[config.mk]
export PLATFORM = sky130hd
export DESIGN_NAME = pn_whiten_ser
export DESIGN_NICKNAME = d
export VERILOG_FILES = /design/src/rtl/pnser_pkg.sv /design/src/rtl/pn_lfsr_core.sv /design/src/rtl/pn_bit_timer.sv /design/src/rtl/pn_byte_shift.sv /design/src/rtl/pn_whiten_ser.sv
export SDC_FILE = /design/constraint.sdc
export NUM_CORES = 1
export LEC_CHECK = 0
export CAP_MARGIN = 30
export CORE_MARGIN = 2
export CORE_UTILIZATION = 44
export CTS_BUF_LIST = sky130_fd_sc_hd__clkbuf_2 sky130_fd_sc_hd__clkbuf_4 sky130_fd_sc_hd__clkbuf_8
export DETAILED_ROUTE_END_ITERATION = 8
export PLACE_DENSITY_LB_ADDON = 0.2
export SYNTH_ARGS = -nofsm -noshare
export SYNTH_HDL_FRONTEND = slang
export SYNTH_SLANG_ARGS = --single-unit
[constraint.sdc]
create_clock -name clk -period 4 [get_ports clk]
set_clock_uncertainty 0.1 [all_clocks]
set_input_delay 0.4 -clock clk [delete_from_list [all_inputs] [get_ports clk]]
set_output_delay 0.4 -clock clk [all_outputs]
set_load 0.02 [all_outputs]
[src/rtl/pnser_pkg.sv]
package pnser_pkg;
  localparam int unsigned LFSR_LEN = 31;
  localparam int unsigned TAP_HI   = 31;
  localparam int unsigned TAP_LO   = 28;
  localparam int unsigned BYTE_W   = 8;

  typedef logic [LFSR_LEN-1:0] lfsr_t;
  typedef logic [BYTE_W-1:0]   byte_t;

  // Advance the Fibonacci register by one byte's worth of steps.
  function automatic lfsr_t lfsr_adv_byte(input lfsr_t s_in);
    lfsr_t s;
    s = s_in;
    for (int i = 0; i < int'(BYTE_W); i++) begin
      s = {s[LFSR_LEN-2:0], s[TAP_HI-1] ^ s[TAP_LO-1]};
    end
    return s;
  endfunction

  // The next byte of output bits is the top of the register, oldest bit first.
  function automatic byte_t lfsr_head(input lfsr_t s);
    return s[LFSR_LEN-1 -: BYTE_W];
  endfunction
endpackage

[src/rtl/pn_lfsr_core.sv]
module pn_lfsr_core
  import pnser_pkg::*;
#(
  parameter lfsr_t DEFAULT_SEED = lfsr_t'(1)
) (
  input  logic  clk,
  input  logic  rst_n,
  input  logic  seed_wr,
  input  lfsr_t seed_val,
  input  logic  adv,
  output byte_t head_o
);
  lfsr_t st_q;

  always_ff @(posedge clk) begin
    if (!rst_n)       st_q <= DEFAULT_SEED;
    else if (seed_wr) st_q <= (seed_val == '0) ? DEFAULT_SEED : seed_val;
    else if (adv)     st_q <= lfsr_adv_byte(st_q);
  end

  assign head_o = lfsr_head(st_q);

  assert_state_nonzero_R2: assert property (@(posedge clk) disable iff (!rst_n)
    st_q != '0);
endmodule

[src/rtl/pn_bit_timer.sv]
module pn_bit_timer #(
  parameter int unsigned BASE_DIV  = 8,
  parameter int unsigned NUM_RATES = 5,
  parameter int unsigned RSEL_W    = 3
) (
  input  logic              clk,
  input  logic              rst_n,
  input  logic              load,
  input  logic              run,
  input  logic [RSEL_W-1:0] rate_sel,
  output logic              sclk_o,
  output logic              bit_end_o
);
  localparam int unsigned HALF0   = BASE_DIV / 2;
  localparam int unsigned MAX_DIV = BASE_DIV << (NUM_RATES - 1);
  localparam int unsigned CNT_W   = $clog2(MAX_DIV) + 1;
  localparam logic [RSEL_W-1:0] TOP_SEL = RSEL_W'(NUM_RATES - 1);

  logic [RSEL_W-1:0] rate_q;
  logic [CNT_W-1:0]  cnt_q, half_w, last_w;
  logic              sclk_q;

  assign half_w    = CNT_W'(HALF0) << rate_q;
  assign last_w    = (half_w << 1) - CNT_W'(1);
  assign bit_end_o = run && (cnt_q == last_w);
  assign sclk_o    = sclk_q;

  always_ff @(posedge clk) begin
    if (!rst_n) begin
      rate_q <= '0;
      cnt_q  <= '0;
      sclk_q <= 1'b0;
    end else if (load) begin
      rate_q <= (rate_sel > TOP_SEL) ? TOP_SEL : rate_sel;
      cnt_q  <= '0;
      sclk_q <= 1'b0;
    end else if (run) begin
      if (bit_end_o) begin
        cnt_q  <= '0;
        sclk_q <= 1'b0;
      end else begin
        cnt_q <= cnt_q + CNT_W'(1);
        if (cnt_q == half_w - CNT_W'(1)) sclk_q <= 1'b1;
      end
    end else begin
      cnt_q  <= '0;
      sclk_q <= 1'b0;
    end
  end

  assert_cnt_in_bit_R3: assert property (@(posedge clk) disable iff (!rst_n)
    run |-> cnt_q <= last_w);
  assert_sclk_idle_low_R4: assert property (@(posedge clk) disable iff (!rst_n)
    !run |-> !sclk_q);
  assert_rate_held_R7: assert property (@(posedge clk) disable iff (!rst_n)
    run && !load |=> $stable(rate_q));
endmodule

[src/rtl/pn_byte_shift.sv]
module pn_byte_shift
  import pnser_pkg::*;
(
  input  logic  clk,
  input  logic  rst_n,
  input  logic  load,
  input  logic  step,
  input  logic  run,
  input  byte_t byte_i,
  output logic  sdata_o,
  output logic  last_o
);
  localparam int unsigned IDX_W = $clog2(BYTE_W);

  byte_t            sh_q;
  logic [IDX_W-1:0] idx_q;

  always_ff @(posedge clk) begin
    if (!rst_n) begin
      sh_q  <= '0;
      idx_q <= '0;
    end else if (load) begin
      sh_q  <= byte_i;
      idx_q <= '0;
    end else if (step) begin
      sh_q  <= {sh_q[BYTE_W-2:0], 1'b0};
      idx_q <= idx_q + IDX_W'(1);
    end
  end

  assign sdata_o = run & sh_q[BYTE_W-1];
  assign last_o  = (idx_q == IDX_W'(BYTE_W - 1));

  assert_idx_moves_on_edge_R5: assert property (@(posedge clk) disable iff (!rst_n)
    !load && !step |=> $stable(idx_q) && $stable(sh_q));
endmodule

[src/rtl/pn_whiten_ser.sv]
module pn_whiten_ser
  import pnser_pkg::*;
#(
  parameter int unsigned BASE_DIV     = 8,
  parameter int unsigned NUM_RATES    = 5,
  parameter int unsigned RSEL_W       = 3,
  parameter logic [30:0] DEFAULT_SEED = 31'h1
) (
  input  logic              clk,
  input  logic              rst_n,
  input  logic              enable,
  input  logic [RSEL_W-1:0] rate_sel,
  input  logic              seed_load,
  input  logic [30:0]       seed_value,
  output logic              sclk,
  output logic              sdata
);
  logic  active_q, load, stop, bit_end, last_bit;
  byte_t head;

  assign load = enable && (!active_q || (bit_end && last_bit));
  assign stop = active_q && bit_end && last_bit && !enable;

  always_ff @(posedge clk) begin
    if (!rst_n)    active_q <= 1'b0;
    else if (load) active_q <= 1'b1;
    else if (stop) active_q <= 1'b0;
  end

  pn_lfsr_core #(.DEFAULT_SEED(DEFAULT_SEED)) lfsr_i (
    .clk(clk), .rst_n(rst_n), .seed_wr(seed_load), .seed_val(seed_value),
    .adv(load), .head_o(head)
  );

  pn_bit_timer #(.BASE_DIV(BASE_DIV), .NUM_RATES(NUM_RATES), .RSEL_W(RSEL_W)) timer_i (
    .clk(clk), .rst_n(rst_n), .load(load), .run(active_q), .rate_sel(rate_sel),
    .sclk_o(sclk), .bit_end_o(bit_end)
  );

  pn_byte_shift shift_i (
    .clk(clk), .rst_n(rst_n), .load(load), .step(bit_end), .run(active_q),
    .byte_i(head), .sdata_o(sdata), .last_o(last_bit)
  );

  assert_data_steady_high_R5: assert property (@(posedge clk) disable iff (!rst_n)
    sclk && $past(sclk) |-> $stable(sdata));
  assert_stop_rests_low_R8: assert property (@(posedge clk) disable iff (!rst_n)
    stop |=> !active_q && !sclk && !sdata);
endmodule

==> results of run 1 <==
[cells in the final DEF (no fill, tap or decap), types with 11 or more instances in the layout]
master / n
a211oi_1: 25
a21oi_1: 14
clkdlybuf4s50_1: 39
dfxtp_1: 55
inv_1: 14
nand3_1: 29
nor2_1: 31
nor4_1: 15
o21ai_0: 37
xnor2_1: 11
[critical path, delay by kind of cell (launching register included)]
family                   cells  cell delay, ps
flip-flops                   1             670
AND/OR/NAND/NOR              6            1470
adder cells (fa/ha/maj)      1             360
AO/OA/AOI/OAI                1             420
XOR/XNOR                     1             220
[flip-flops by register name, summed over array words and instances, names as in the netlist]
name / count
shift_i.idx_q: 3
timer_i.cnt_q: 8
active_q: 1
shift_i.sh_q: 8
timer_i.sclk_o: 1
lfsr_i.st_q: 31
timer_i.rate_q: 3
[power by group]
part	internal (W)	leakage, nW	switching [W]
Clock	0.000183	0.0502	0.000185
Sequential	0.000582	0.453	0.0000281
Combinational	0.0000983	0.723	0.000113
[metrics by stage]
step / area (um2) / setup slack (ps) / total power (W)
floorplan: 3040 / 1380 / 0.000753
global placement: 3420 / 774 / 0.000827
detailed placement: 3420 / 743 / 0.000831
CTS: 3520 / 697 / 0.00119
global route: 3520 / 399 / 0.00124
finish: 3520 / 667 / 0.00119
[logic make-up after synthesis]
group                    after synthesis
multiplexers                           3
XOR/XNOR                              19
flip-flops                            55
adder cells (fa/ha/maj)                4
AND/OR/NAND/NOR                      128
AO/OA/AOI/OAI                        109
buffers and inverters                 47
[how the worst max path moves through the flow]
stage	endpoint	startpoint	slack, ps	cells after the start
2_1_floorplan	shift_i.sh_q[7]	timer_i.rate_q[2]	1380	12
3_3_place_gp	lfsr_i.st_q[15]	timer_i.rate_q[2]	770	9
3_5_place_dp	shift_i.sh_q[3]	timer_i.rate_q[2]	740	10
4_1_cts	shift_i.sh_q[3]	timer_i.rate_q[2]	700	10
5_1_grt	shift_i.sh_q[2]	timer_i.rate_q[2]	400	10
6_report	lfsr_i.st_q[0]	timer_i.rate_q[2]	670	9
[layer usage]
metal	routed length (um)	share of wire
met5	0	0
met4	116	0.015
met3	421	0.056
met2	3280	0.43
met1	3760	0.50
[final cells by class]
class | count | area, um2 | area share
multi-input combinational | 263 | 1740 | 0.493
sequential | 55 | 1100 | 0.313
timing repair buffer | 44 | 428 | 0.121
tap | 80 | 100 | 0.0284
clock buffer | 5 | 68.8 | 0.0195
inverter | 14 | 52.6 | 0.0149
clock inverter | 2 | 37.5 | 0.0107
==> impl_metrics.py, run 1 <==
metrics = {
    "min_path": {
        "min_path_cells": 1,
        "hold-path-endpoint": "timer_i.cnt_q[0]",
        "hp-start": "timer_i.cnt_q[0]",
        "hold_path_class": "reg2reg",
    },
    "synth": {
        "synth_compound_area_frac": 0.246,
        "synth_cells": 365,
        "synth_fp_nets": 407,
        "yosys.area_share.simple": 0.241,
        "synth_edf_count": 0,
        "syn_area_um2": 3040,
        "synthArstFlopShare": 0,
        "synth_ff_type": "dfxtp_1",
        "yosys_register_bits": 55,
        "synth_area_leaders": "dfxtp_1 36%, a211oi_1 6.2%, o21ai_0 6.1%",
        "synth_cell_types": 50,
        "yosysSeqAreaShare": 0.362,
        "synth_top_family_by_area": "compound AO/OA/AOI/OAI gates",
        "synth.most_common_cell": "dfxtp_1",
        "yosysTopAreaCell": "dfxtp_1",
        "synth_top_area_share": 0.362,
        "synthXorXnorAreaFrac": 0.0572,
        "synthAdderAreaFrac": 0.0165,
        "yosysWarnings": 0,
        "synth_common_cells": "55 x dfxtp_1, 37 x o21ai_0, 31 x nor2_1, 29 x nand3_1, 25 x a211oi_1",
        "postSynthAreaPerCell_um2": 8.33,
        "yosys-mux-area-fraction": 0.0103,
    },
    "sta": {
        "drv_slew": 0,
        "worst-slew-pin-transition_ps": 792,
        "finalCritPeriodShare": 0.833,
        "tns_ps": 0,
        "finalCriticalPeriod_ps": 3330,
        "rsz0062_at_grt": "no",
        "slew-limit-headroom": 0.471,
        "fmax_mhz": 300,
        "timing.hold.ws_ps": 352,
        "finalHoldViolCount": 0,
        "setup_viol": 0,
    },
    "layout": {
        "drive_gt1_frac": 0.0705,
        "fill_cells": 639,
        "utilization": 0.521,
        "stdcell_count": 463,
        "fin_nets": 425,
        "syn_to_final_growth_pct": 15.9,
        "n_antenna_cell": 0,
    },
    "setup_path": {
        "rrSetupSlack_ps": 670,
        "path_class": "reg2reg",
        "reg2reg_from": "timer_i.rate_q[2]",
        "arrival_ps": 3440,
        "path_max_fanout": 27,
        "critPathMaxStageDelay_ps": 670,
        "slowest_stage": "dfxtp_1",
        "worstReg2RegEnd": "lfsr_i.st_q[0]",
        "crit_path_cell_trace": "nor2_1 -> nand2_1 -> ha_1 -> xnor2_1 -> nand4b_4 -> nand3_1 -> nand4_2 -> nand2_1 -> o311a_1",
        "cp_common_cell": "nand2_1",
        "worstPathRequired_ps": 4110,
        "endpoint_kind": "register",
        "cp-start-kind": "register",
        "r2r_cells": 9,
    },
    "placement": {
        "dp_hpwl_mm": 5.40,
        "numPortBuffers": 39,
        "place_congestion": 0.781,
        "dp.cells": 456,
    },
    "route": {
        "firstDrtPassIters": 5,
        "drt_iter0_drc": 225,
        "routed_wl_mm": 7.58,
        "drc_errors": 0,
        "ant_nets": 0,
        "vias": 2807,
        "avgViaCountPerCell": 6.06,
        "wl_per_cell_um": 16.4,
    },
    "floorplan": {
        "die_area_um2": 7590,
        "core.rowCount": 30,
        "io_pins": 40,
        "start_util": 0.450,
        "core_um2": 6760,
        "die_h_um": 87.1,
        "die_w_um": 87.1,
    },
    "global_routing": {
        "grtUsageMet1": 0.311,
        "track_usage": 0.201,
        "grt_overflow_total": 0,
        "grt.busiest_layer": "met1",
        "grt.met2_usage": 0.290,
        "antenna_found_initial": 0,
        "grt_max_degree": 42,
        "grt_pass1_vias": 2446,
        "use_met3": 0.0313,
        "grt_pass1_wl_mm": 12.2,
    },
    "clock_network": {
        "cts-root-buf": "clkbuf_8",
        "tritoncts": "built",
        "htreeDepth": 2,
        "cts-buffers-inserted": 5,
        "cts_resized": 0,
        "cts.path.max_buffers": 2,
        "cts_sinks": 55,
        "clk_latency_ps": 310,
        "cts_hold_buf": 0,
        "postCtsSetupRepairBufs": 0,
        "path_clk_slew_ps": 100,
    },
    "power": {
        "power.leakage_nw": 1.23,
        "vdd.ir_drop.worst_v": 0.000140,
        "cellPowerDensity_nw_per_um2": 338,
    },
    "run_status": {
        "outcome": "complete, no violations",
    },
    "job": {
        "maxCapViolations": 0,
    },
}
No activity file was read; power rests on OpenSTA's default activity.
==> inputs of run 2 (changes only) <==
clock period = 3.4 ns   (was 4 ns; I/O delays follow)
==> impl_metrics.py, run 2 (synthesis gave the netlist of run 1 again) <==
metrics = {
    "route": {
        "vias": 2885,
        "drc_errors": 0,
        "avgViaCountPerCell": 6.13,
        "routed_wl_mm": 7.95,
        "firstDrtPassIters": 5,
        "ant_nets": 0,
        "drt_iter0_drc": 208,
        "wl_per_cell_um": 16.9,
    },
    "clock_network": {
        "postCtsSetupRepairBufs": 0,
        "tritoncts": "built",
        "cts_sinks": 55,
        "cts_resized": 0,
        "path_clk_slew_ps": 100,
        "cts-root-buf": "clkbuf_8",
        "cts.path.max_buffers": 2,
        "cts-buffers-inserted": 5,
        "clk_latency_ps": 320,
        "htreeDepth": 2,
        "cts_hold_buf": 0,
    },
    "global_routing": {
        "antenna_found_initial": 0,
        "grt_pass1_vias": 2677,
        "grt_pass1_wl_mm": 13.4,
        "track_usage": 0.222,
        "grt_max_degree": 39,
        "grt_overflow_total": 0,
    },
    "layout": {
        "mostFrequentLayoutCells": "55 x dfxtp_1, 39 x clkdlybuf4s50_1, 37 x o21ai_0, 31 x nor2_1, 29 x nand3_1",
        "drive_gt1_frac": 0.0895,
        "utilization": 0.528,
        "top_register": "lfsr_i.st_q",
        "final_common_cell": "dfxtp_1",
        "fin_nets": 432,
        "stdcell_count": 471,
        "syn_to_final_growth_pct": 17.4,
        "largest_reg_flops": 31,
        "reg.largest.list": "lfsr_i.st_q: 31 flops, shift_i.sh_q: 8 flops, timer_i.cnt_q: 8 flops",
        "n_antenna_cell": 0,
    },
    "sta": {
        "tns_ps": 0,
        "drv_slew": 0,
        "rsz0062_at_grt": "no",
        "setup_viol": 0,
        "finalCritPeriodShare": 0.879,
        "slew-limit-headroom": 0.605,
        "finalHoldViolCount": 0,
        "finalCriticalPeriod_ps": 2990,
        "worst-slew-pin-transition_ps": 591,
        "fmax_mhz": 335,
    },
    "setup_path": {
        "cp_common_cell": "nand2_1",
        "endpoint_kind": "register",
        "path_class": "reg2reg",
        "worstPathRequired_ps": 3510,
        "arrival_ps": 3100,
        "slowest_stage": "dfxtp_1",
        "crit_path_cell_trace": "inv_1 -> nand2_1 -> ha_1 -> xnor2_1 -> nand4b_4 -> nand3_1 -> nand4_2 -> nand2_1 -> o311a_1",
        "path_max_fanout": 20,
        "critPathMaxStageDelay_ps": 530,
        "cp-start-kind": "register",
    },
    "min_path": {
        "hold_path_class": "reg2reg",
    },
    "floorplan": {
        "die_h_um": 87.1,
        "die_w_um": 87.1,
        "die_area_um2": 7590,
        "start_util": 0.450,
        "core_um2": 6760,
        "core.rowCount": 30,
        "io_pins": 40,
    },
    "run_status": {
        "outcome": "complete, no violations",
    },
    "placement": {
        "numPortBuffers": 39,
        "dp.cells": 463,
        "place_congestion": 0.801,
        "dp_hpwl_mm": 5.61,
    },
    "job": {
        "maxCapViolations": 0,
    },
    "power": {
        "power.internal_w": 0.000971,
        "vdd.ir_drop.worst_v": 0.000157,
        "seq_power_share": 0.522,
        "cellPowerDensity_nw_per_um2": 384,
        "swShare": 0.291,
        "p_comb_frac": 0.190,
        "power.switching_w": 0.000398,
        "pwr-share-clk": 0.288,
        "power.leakage_nw": 1.26,
    },
}
[run 2: final cells by class]
type,count,area (um2)
fill,660,3190
tap,80,100
inverter,14,52.6
clock inverter,2,16.3
multi-input combinational,263,1740
timing repair buffer,51,480
clock buffer,6,82.6
sequential,55,1100
[run 2: layer usage]
| metal | vias up | routed length, um | GRT usage |
|---|---|---|---|
| li1 | 1406 | - | - |
| met1 | 1368 | 3780 | 0.323 |
| met2 | 96 | 3530 | 0.326 |
| met3 | 15 | 493 | 0.0531 |
| met4 | 0 | 146 | 0.0671 |
| met5 | - | 0 | 0 |
[run 2: power groups by stage]
stage,Clock (W),Sequential (W),Combinational (W)
global route,0.000439,0.000719,0.000288
global placement,0,0.000728,0.000253
floorplan,0,0.000717,0.000169
finish,0.000395,0.000714,0.000261
detailed placement,0,0.000728,0.000257
CTS,0.000403,0.000713,0.000258
[run 2: final timing paths]
path | to | start | cells past startpoint | slack [ps]
setup / recovery | lfsr_i.st_q[0] | timer_i.rate_q[0] | 9 | 410
hold / removal | timer_i.cnt_q[0] | timer_i.cnt_q[0] | 1 | 350
setup reg to reg | lfsr_i.st_q[0] | timer_i.rate_q[0] | 9 | 410
hold reg to reg | timer_i.cnt_q[0] | timer_i.cnt_q[0] | 1 | 350
[run 2: worst max-delay path: cells and delay by family, from the launching register on]
family                     cells  cell delay [ps]
and+or+nand+nor                5             1160
buffers and inverters          1              100
adders and majority gates      1              340
xor gates and xnor gates       1              220
AOI/OAI and AO/OA              1              430
DFF                            1              530
[run 2: per-stage QoR]
stage | area, um2 | setup slack [ps] | hold WS, ps | total power, W
finish | 3570 | 411 | 348 | 0.00137
global route | 3570 | 151 | 377 | 0.00145
CTS | 3570 | 466 | 350 | 0.00137
detailed placement | 3470 | 480 | 335 | 0.000985
global placement | 3470 | 542 | 324 | 0.000981
floorplan | 3040 | 776 | 313 | 0.000886
